--- config.mk ---
export PLATFORM = sky130hd
export DESIGN_NAME = prescaled_event_counter
export DESIGN_NICKNAME = d
export VERILOG_FILES = /design/src/rtl/prescaled_event_counter.sv
export SDC_FILE = /design/constraint.sdc
export NUM_CORES = 1
export LEC_CHECK = 0
export BUFFER_PORTS_ARGS = -buffer_cell sky130_fd_sc_hd__buf_2
export CAP_MARGIN = 10
export CELL_PAD_IN_SITES_DETAIL_PLACEMENT = 0
export CELL_PAD_IN_SITES_GLOBAL_PLACEMENT = 2
export CORE_MARGIN = 2
export CORE_UTILIZATION = 39
export DETAILED_ROUTE_END_ITERATION = 10
export PLACE_DENSITY = 0.89
export SETUP_SLACK_MARGIN = 0.15
export SYNTH_ARGS = -nofsm -noshare
export SYNTH_HDL_FRONTEND = slang
export SYNTH_SLANG_ARGS = --single-unit
--- constraint.sdc ---
create_clock -name clk -period 4.8 [get_ports clk]
set_input_delay 0 -clock clk [delete_from_list [all_inputs] [get_ports clk]]
set_output_delay 0 -clock clk [all_outputs]
set_load 0.01 [all_outputs]
--- src/rtl/prescaled_event_counter.sv ---
module prescaled_event_counter #(
  parameter int WIDTH = 32
) (
  input  logic             clk,
  input  logic             rst_n,
  input  logic [1:0]       src_sel,
  input  logic [1:0]       presc_sel,
  input  logic             gate_en,
  input  logic             ext_src,
  input  logic             gate,
  input  logic             up_dn,
  input  logic             arm,
  output logic [WIDTH-1:0] count,
  output logic             tc,
  output logic             int_out,
  output logic             cfg_err
);
  localparam logic [WIDTH-1:0] ONE  = {{(WIDTH-1){1'b0}}, 1'b1};
  localparam logic [WIDTH-1:0] ZERO = '0;
  localparam logic [WIDTH-1:0] ALL1 = '1;

  logic [2:0] arm_sr, gate_sr, ext_sr;
  logic [1:0] dir_sr;
  logic [1:0] src_r, psel_r;
  logic       gen_r, armed;
  logic [2:0] pres;

  always_ff @(posedge clk or negedge rst_n)
    if (!rst_n) begin
      arm_sr <= '0; gate_sr <= '0; ext_sr <= '0; dir_sr <= '0;
    end else begin
      arm_sr  <= {arm_sr[1:0], arm};
      gate_sr <= {gate_sr[1:0], gate};
      ext_sr  <= {ext_sr[1:0], ext_src};
      dir_sr  <= {dir_sr[0], up_dn};
    end

  wire arm_rise  = arm_sr[1] & ~arm_sr[2];
  wire arm_fall  = ~arm_sr[1] & arm_sr[2];
  wire gate_rise = gate_sr[1] & ~gate_sr[2];
  wire ext_rise  = ext_sr[1] & ~ext_sr[2];
  wire up        = dir_sr[1];

  wire bad_cfg = (src_sel == 2'b11) || (presc_sel == 2'b11) ||
                 (src_sel == 2'b00 && presc_sel != 2'b00);

  logic raw_evt;
  always_comb
    case (src_r)
      2'b00:   raw_evt = 1'b1;
      2'b01:   raw_evt = ext_rise;
      2'b10:   raw_evt = gate_rise;
      default: raw_evt = 1'b0;
    endcase

  wire       lvl_ok  = (src_r == 2'b10) || !gen_r || gate_sr[1];
  wire       evt     = armed & raw_evt & lvl_ok;
  wire [2:0] pre_max = (psel_r == 2'b01) ? 3'd1 : 3'd7;
  wire       step    = evt & ((psel_r == 2'b00) || (pres == pre_max));
  wire       wrap    = up ? (count == ALL1) : (count == ZERO);

  always_ff @(posedge clk or negedge rst_n)
    if (!rst_n) begin
      count <= '0; tc <= 1'b0; int_out <= 1'b0; cfg_err <= 1'b0;
      armed <= 1'b0; pres <= '0; src_r <= '0; psel_r <= '0; gen_r <= 1'b0;
    end else begin
      tc <= 1'b0;
      if (arm_rise) begin
        if (bad_cfg) begin
          cfg_err <= 1'b1;
          armed   <= 1'b0;
          psel_r  <= 2'b00;
        end else begin
          armed  <= 1'b1;
          count  <= '0;
          pres   <= '0;
          src_r  <= src_sel;
          psel_r <= presc_sel;
          gen_r  <= gate_en;
        end
      end else if (arm_fall) begin
        armed <= 1'b0;
      end else if (evt) begin
        if (psel_r != 2'b00) pres <= (pres == pre_max) ? 3'd0 : pres + 3'd1;
        if (step) begin
          count   <= up ? count + ONE : count - ONE;
          tc      <= wrap;
          int_out <= int_out ^ wrap;
        end
      end
    end


  tc_one_cycle_chk: assert property (@(posedge clk) disable iff (!rst_n)
    tc |=> !tc);

  tc_on_wrap_chk: assert property (@(posedge clk) disable iff (!rst_n)
    tc |-> ((count == ZERO && $past(count) == ALL1) ||
            (count == ALL1 && $past(count) == ZERO)));

  int_toggle_chk: assert property (@(posedge clk) disable iff (!rst_n)
    (int_out != $past(int_out)) |-> tc);

  err_sticky_chk: assert property (@(posedge clk) disable iff (!rst_n)
    cfg_err |=> cfg_err);

  bad_arm_chk: assert property (@(posedge clk) disable iff (!rst_n)
    (arm_rise && bad_cfg) |=> (!armed && cfg_err));

  hold_idle_chk: assert property (@(posedge clk) disable iff (!rst_n)
    (!armed && !arm_rise) |=> $stable(count));
endmodule

======== Yosys cells after proc, flatten, opt, wreduce, memory -nomap -nowiden ========
Cells that the tools add are included.
word-level totals
  register bits after elaboration ......... 55
operators by class
  add/sub/neg operators ................... 3
  equal/unequal tests ..................... 9
  mux-type cells .......................... 23
  bitwise gates (word level) .............. 15
  reductions and logical operators ........ 22
operator list
  operator                                                              count
  32-bit two-way mux                                                    6
  32-bit by 1-bit adder with 32-bit output, second input constant       1
  32-bit == test, second input constant                                 1
  32-bit logical NOT                                                    1
  32-bit by 1-bit subtractor with 32-bit output, second input constant  1
  3-bit two-way mux                                                     7
  4-bit AND reduction                                                   3
  2-bit nonzero test                                                    6
  1-bit two-way mux                                                     8
  1-bit bitwise AND                                                     7
  1-bit NOT                                                             7
  2-bit == test, second input constant                                  3
  2-bit logical NOT                                                     3
  1-bit logical OR                                                      5
  2-bit by 1-bit == test with 1-bit output, second input constant       2
  2-bit != test, second input constant                                  2
  2-bit AND reduction                                                   2
  3-bit by 1-bit adder with 3-bit output, second input constant         1
  3-bit == test                                                         1
  1-bit case mux with 3 select lines                                    1
  2-bit two-way mux                                                     1
  1-bit logical AND                                                     1
  1-bit logical NOT                                                     1
  1-bit bitwise XOR                                                     1

======== Longest topological paths before layout ========
  depth in word-level cells ............... 10
  mapped depth ............................ 11
  mapped depth without buffers ............ 10

======== Worst setup path after synthesis ========
No wires, ideal clock.
  path type ............................... register -> register
  from .................................... register dir_sr[1]
  to ...................................... register count[28]
  data arrival time ....................... 2.848 ns
  data required time ...................... 4.668 ns
  slack ................................... 1.820 ns
  cell stages (with the launch flop) ...... 11
  buffers on the path ..................... 0
  path through ............................ dfrtp_1 inv_1 ha_1 a21o_1 a311oi_1 o21a_2 o21ai_1 a221o_1 o2111ai_1 and3b_1 o31ai_2
between the ends
  longest elaborated chain between the ends .. 5
ends and longest elaborated chain
  element                 RTL line  source
  start, declared         23        logic [1:0] dir_sr;
  start signal, assigned  35        dir_sr <= {dir_sr[0], up_dn};
  32-bit two-way mux      86        count <= up ? count + ONE : count - ONE;
  32-bit two-way mux      85        if (step) begin
  32-bit two-way mux      83        end else if (evt) begin
  32-bit two-way mux      81        end else if (arm_fall) begin
  32-bit two-way mux      68        if (arm_rise) begin
  end signal, assigned    86
  end, declared           13        output logic [WIDTH-1:0] count,
No other way between the ends. The select of a mux whose other input is x is not followed.
A chain may end at the register's enable or synchronous reset.

======== Worst setup path after layout ========
  from .................................... register dir_sr[1]
  to ...................................... register count[25]
Same word-level chain as after synthesis.

==> results.yml <==
status:
  status: "finished clean"
route:
  ant_nets: 0
  drtPass1Iterations: 4
  drtIter0Drc: 154
  vias: 3496
  postRouteWirelength_um: 10100
  viasPerCell: 5.59
  drt-wirelength-per-cell_um: 16.1
  drc_errors: 0
synthesis:
  synth_cells: 441
  synth_edf_count: 0
  ys_seq_elements: 55
  synth_ff_type: "dfrtp_1"
  synth_fp_nets: 486
  synth_warnings: 0
  syn_avg_cell_area_um2: 8.80
  synth_cell_types: 56
  yosysSeqAreaShare_pct: 35.5
  ys_async_sr_fraction_pct: 100
  syn_area_um2: 3880
run:
  drv_cap: 0
global_routing:
  grt_max_degree: 56
  antenna_found_initial: 0
  grt_pass1_wl_um: 16800
  grt_usage_pct: 19.1
  grt_pass1_vias: 3310
  grt-ovfl-total: 0
worst_setup_path:
  critPathMaxStageDelay_ns: 0.62
  r2r_end: "count[25]$_DFFE_PN0P_"
  crit_start: "dir_sr[1]$_DFF_PN0_"
  critPathArrivalTime_ns: 3.65
  cp-start-kind: "flip-flop"
  crit_chain: "inv_1 > ha_1 > a21oi_1 > a21oi_1 > o21ai_0 > a21oi_1 > o21ai_1 > a21oi_1 > or3_1 > a32o_1"
  endpoint_kind: "flip-flop"
  reg2reg_slack_ns: 1.37
  reg2reg_depth: 10
  worst-setup-path-type: "reg -> reg"
  worstPathRequired_ns: 5.02
  crit_end: "count[25]$_DFFE_PN0P_"
  cpMostUsedCell: "a21oi_1"
  critPathSlowestCell: "inv_1"
  rr_startpoint: "dir_sr[1]$_DFF_PN0_"
  critical_path_peak_fanout: 23
sta:
  rsz0062_at_grt: "no"
  worst_slew_pin_slew_ns: 0.876
  holdWs_ns: 0.313
  finalMaxSlewViolations: 0
  slew_headroom_pct: 41.1
  min_period_over_period_pct: 71.5
  finalCriticalPeriod_ns: 3.43
  fin_setup_tns_ns: 0
  fin_worst_skew_ns: 0.0148
  max_freq_mhz: 291
  hold_violations: 0
  finalSetupViolCount: 0
clocking:
  cts_tree: "built"
  clock_latency_ns: 0.33
  clk_pin_slew_worst_paths_ns: 0.12
  post_cts_resized: 0
  numCtsBuffers: 5
  numClockSinks: 55
  cts_root_buffer: "clkbuf_8"
  cts_setup_buffers: 0
  h-tree-depth: 2
  cts_buffer_depth: 2
  postCtsHoldBufs: 10
floorplanning:
  fp.dieH_um: 104
  io_pins: 46
  coreArea_um2: 9730
  start_util_pct: 39.9
  die_area_um2: 10800
  dieWidth_um: 104
  rows: 36
placement:
  place.gp.congestion: 0.828
  portBuffers: 45
  dp.cells: 607
  placedInstanceArea_um2: 4230
  dp_hpwl_um: 7510
final_layout:
  nets: 536
  synthToLayoutAreaGrowth_pct: 14.0
  final_cell_area_um2: 4420
  instances_no_fill: 625
  final_layout_size_suffix_gt1_share_pct: 13.4
  num_antenna_cells: 0
  final_common_cell: "dfrtp_1"
  fillCellCount: 986
  layout_common_cells: "dfrtp_1 (55), nand2_1 (50), buf_2 (45), o21ai_0 (39), a21oi_1 (39)"
pwr:
  peakVddDrop_uv: 177
  power.total_uw: 2160
  cellPowerDensity_nw_per_um2: 487
  p_leak_uw: 0.00210
hold_path:
  min_path_cells: 2
  worstHoldPathType: "in -> reg"
## final cells by class
| class | instances | area, um^2 | area share, % |
|---|---|---|---|
| clock buffers | 5 | 68.8 | 1.56 |
| clock inverters | 3 | 27.5 | 0.622 |
| inverters | 16 | 60.1 | 1.36 |
| multi-input cells | 355 | 2380 | 53.7 |
| flip-flops and latches | 55 | 1380 | 31.1 |
| well taps | 133 | 166 | 3.76 |
| repair buffers | 58 | 348 | 7.86 |
## synthesized netlist by cell type (2+ instances only)
| library cell | number | share of area, % |
|---|---|---|
| a21boi_1 | 2 | 0.39 |
| inv_1 | 16 | 1.5 |
| o31ai_1 | 9 | 1.7 |
| buf_2 | 5 | 0.64 |
| nand2_1 | 50 | 4.8 |
| o21a_1 | 2 | 0.39 |
| dfrtp_1 | 55 | 35 |
| o2111ai_1 | 2 | 0.45 |
| nand3_1 | 8 | 1.0 |
| or4_1 | 2 | 0.39 |
| and3_1 | 7 | 1.1 |
| ha_1 | 33 | 11 |
| or3_1 | 3 | 0.48 |
| a21o_1 | 21 | 4.1 |
| nor3_1 | 7 | 0.90 |
| nor2_1 | 21 | 2.0 |
| xor2_1 | 11 | 2.5 |
| o21ai_0 | 39 | 5.0 |
| o21bai_1 | 4 | 0.77 |
| nor4_1 | 11 | 1.8 |
| a32o_1 | 2 | 0.52 |
| a31oi_1 | 3 | 0.48 |
| clkbuf_1 | 9 | 0.87 |
| nor2b_1 | 6 | 0.97 |
| nand4_1 | 13 | 2.1 |
| a211oi_1 | 5 | 0.97 |
| a22o_1 | 3 | 0.68 |
| o211ai_1 | 4 | 0.77 |
| xnor2_1 | 14 | 3.2 |
| a311oi_1 | 3 | 0.68 |
| o21ai_1 | 6 | 0.77 |
| a21oi_1 | 39 | 5.0 |
| mux2_2 | 3 | 0.87 |
## cell families after synthesis
group	share of synthesized area, %
AO/OA/AOI/OAI	26.4
AND/OR/NAND/NOR	16.9
flip-flops	35.5
multiplexers	1.13
XOR/XNOR	5.64
buffers and inverters	3.26
adder cells (fa/ha/maj)	11.2
## critical path, delay by kind of cell, from the launching register on
family / cells / cell delay (ns)
compound gates: 7 / 1.55
buf+inv: 1 / 0.62
flops: 1 / 0.41
fa+ha+maj: 1 / 0.41
simple gates: 1 / 0.31
## routing by layer
metal / GRT usage (%) / part of all wire [%]
met1: 26.1 / 48
met2: 32.3 / 49
met3: 2.39 / 2.5
met4: 4.63 / 0.75
met5: 0 / 0
## registers in the layout, summed over array words and instances, names as in the netlist
name,count
gen_r,1
armed,1
ext_sr,3
psel_r,2
int_out,1
count,32
gate_sr,3
dir_sr,2
cfg_err,1
pres,3
tc,1
arm_sr,3
src_r,2
## where the power goes
part	internal (uW)	switching, uW	total (uW)
Clock	109	178	286
Sequential	573	161	735
Combinational	485	650	1130
## metrics by stage
| step | setup slack [ns] | util [%] |
|---|---|---|
| after global routing | 1.01 | 45.5 |
| final | 1.37 | 45.5 |
| after floorplan | 1.82 | - |
| after CTS | 1.39 | 45.5 |
| after global placement | 1.45 | 43.5 |
| after detailed placement | 1.43 | 43.5 |
## worst min path at each step
stage / from / to
final: up_dn / dir_sr[0]$_DFF_PN0_
after global routing: up_dn / dir_sr[0]$_DFF_PN0_
after CTS: ext_src / ext_sr[0]$_DFF_PN0_
after detailed placement: ext_src / ext_sr[0]$_DFF_PN0_
after global placement: up_dn / dir_sr[0]$_DFF_PN0_
after floorplan: rst_n / arm_sr[0]$_DFF_PN0_
Note: power is estimated with default switching activity, not from simulation.
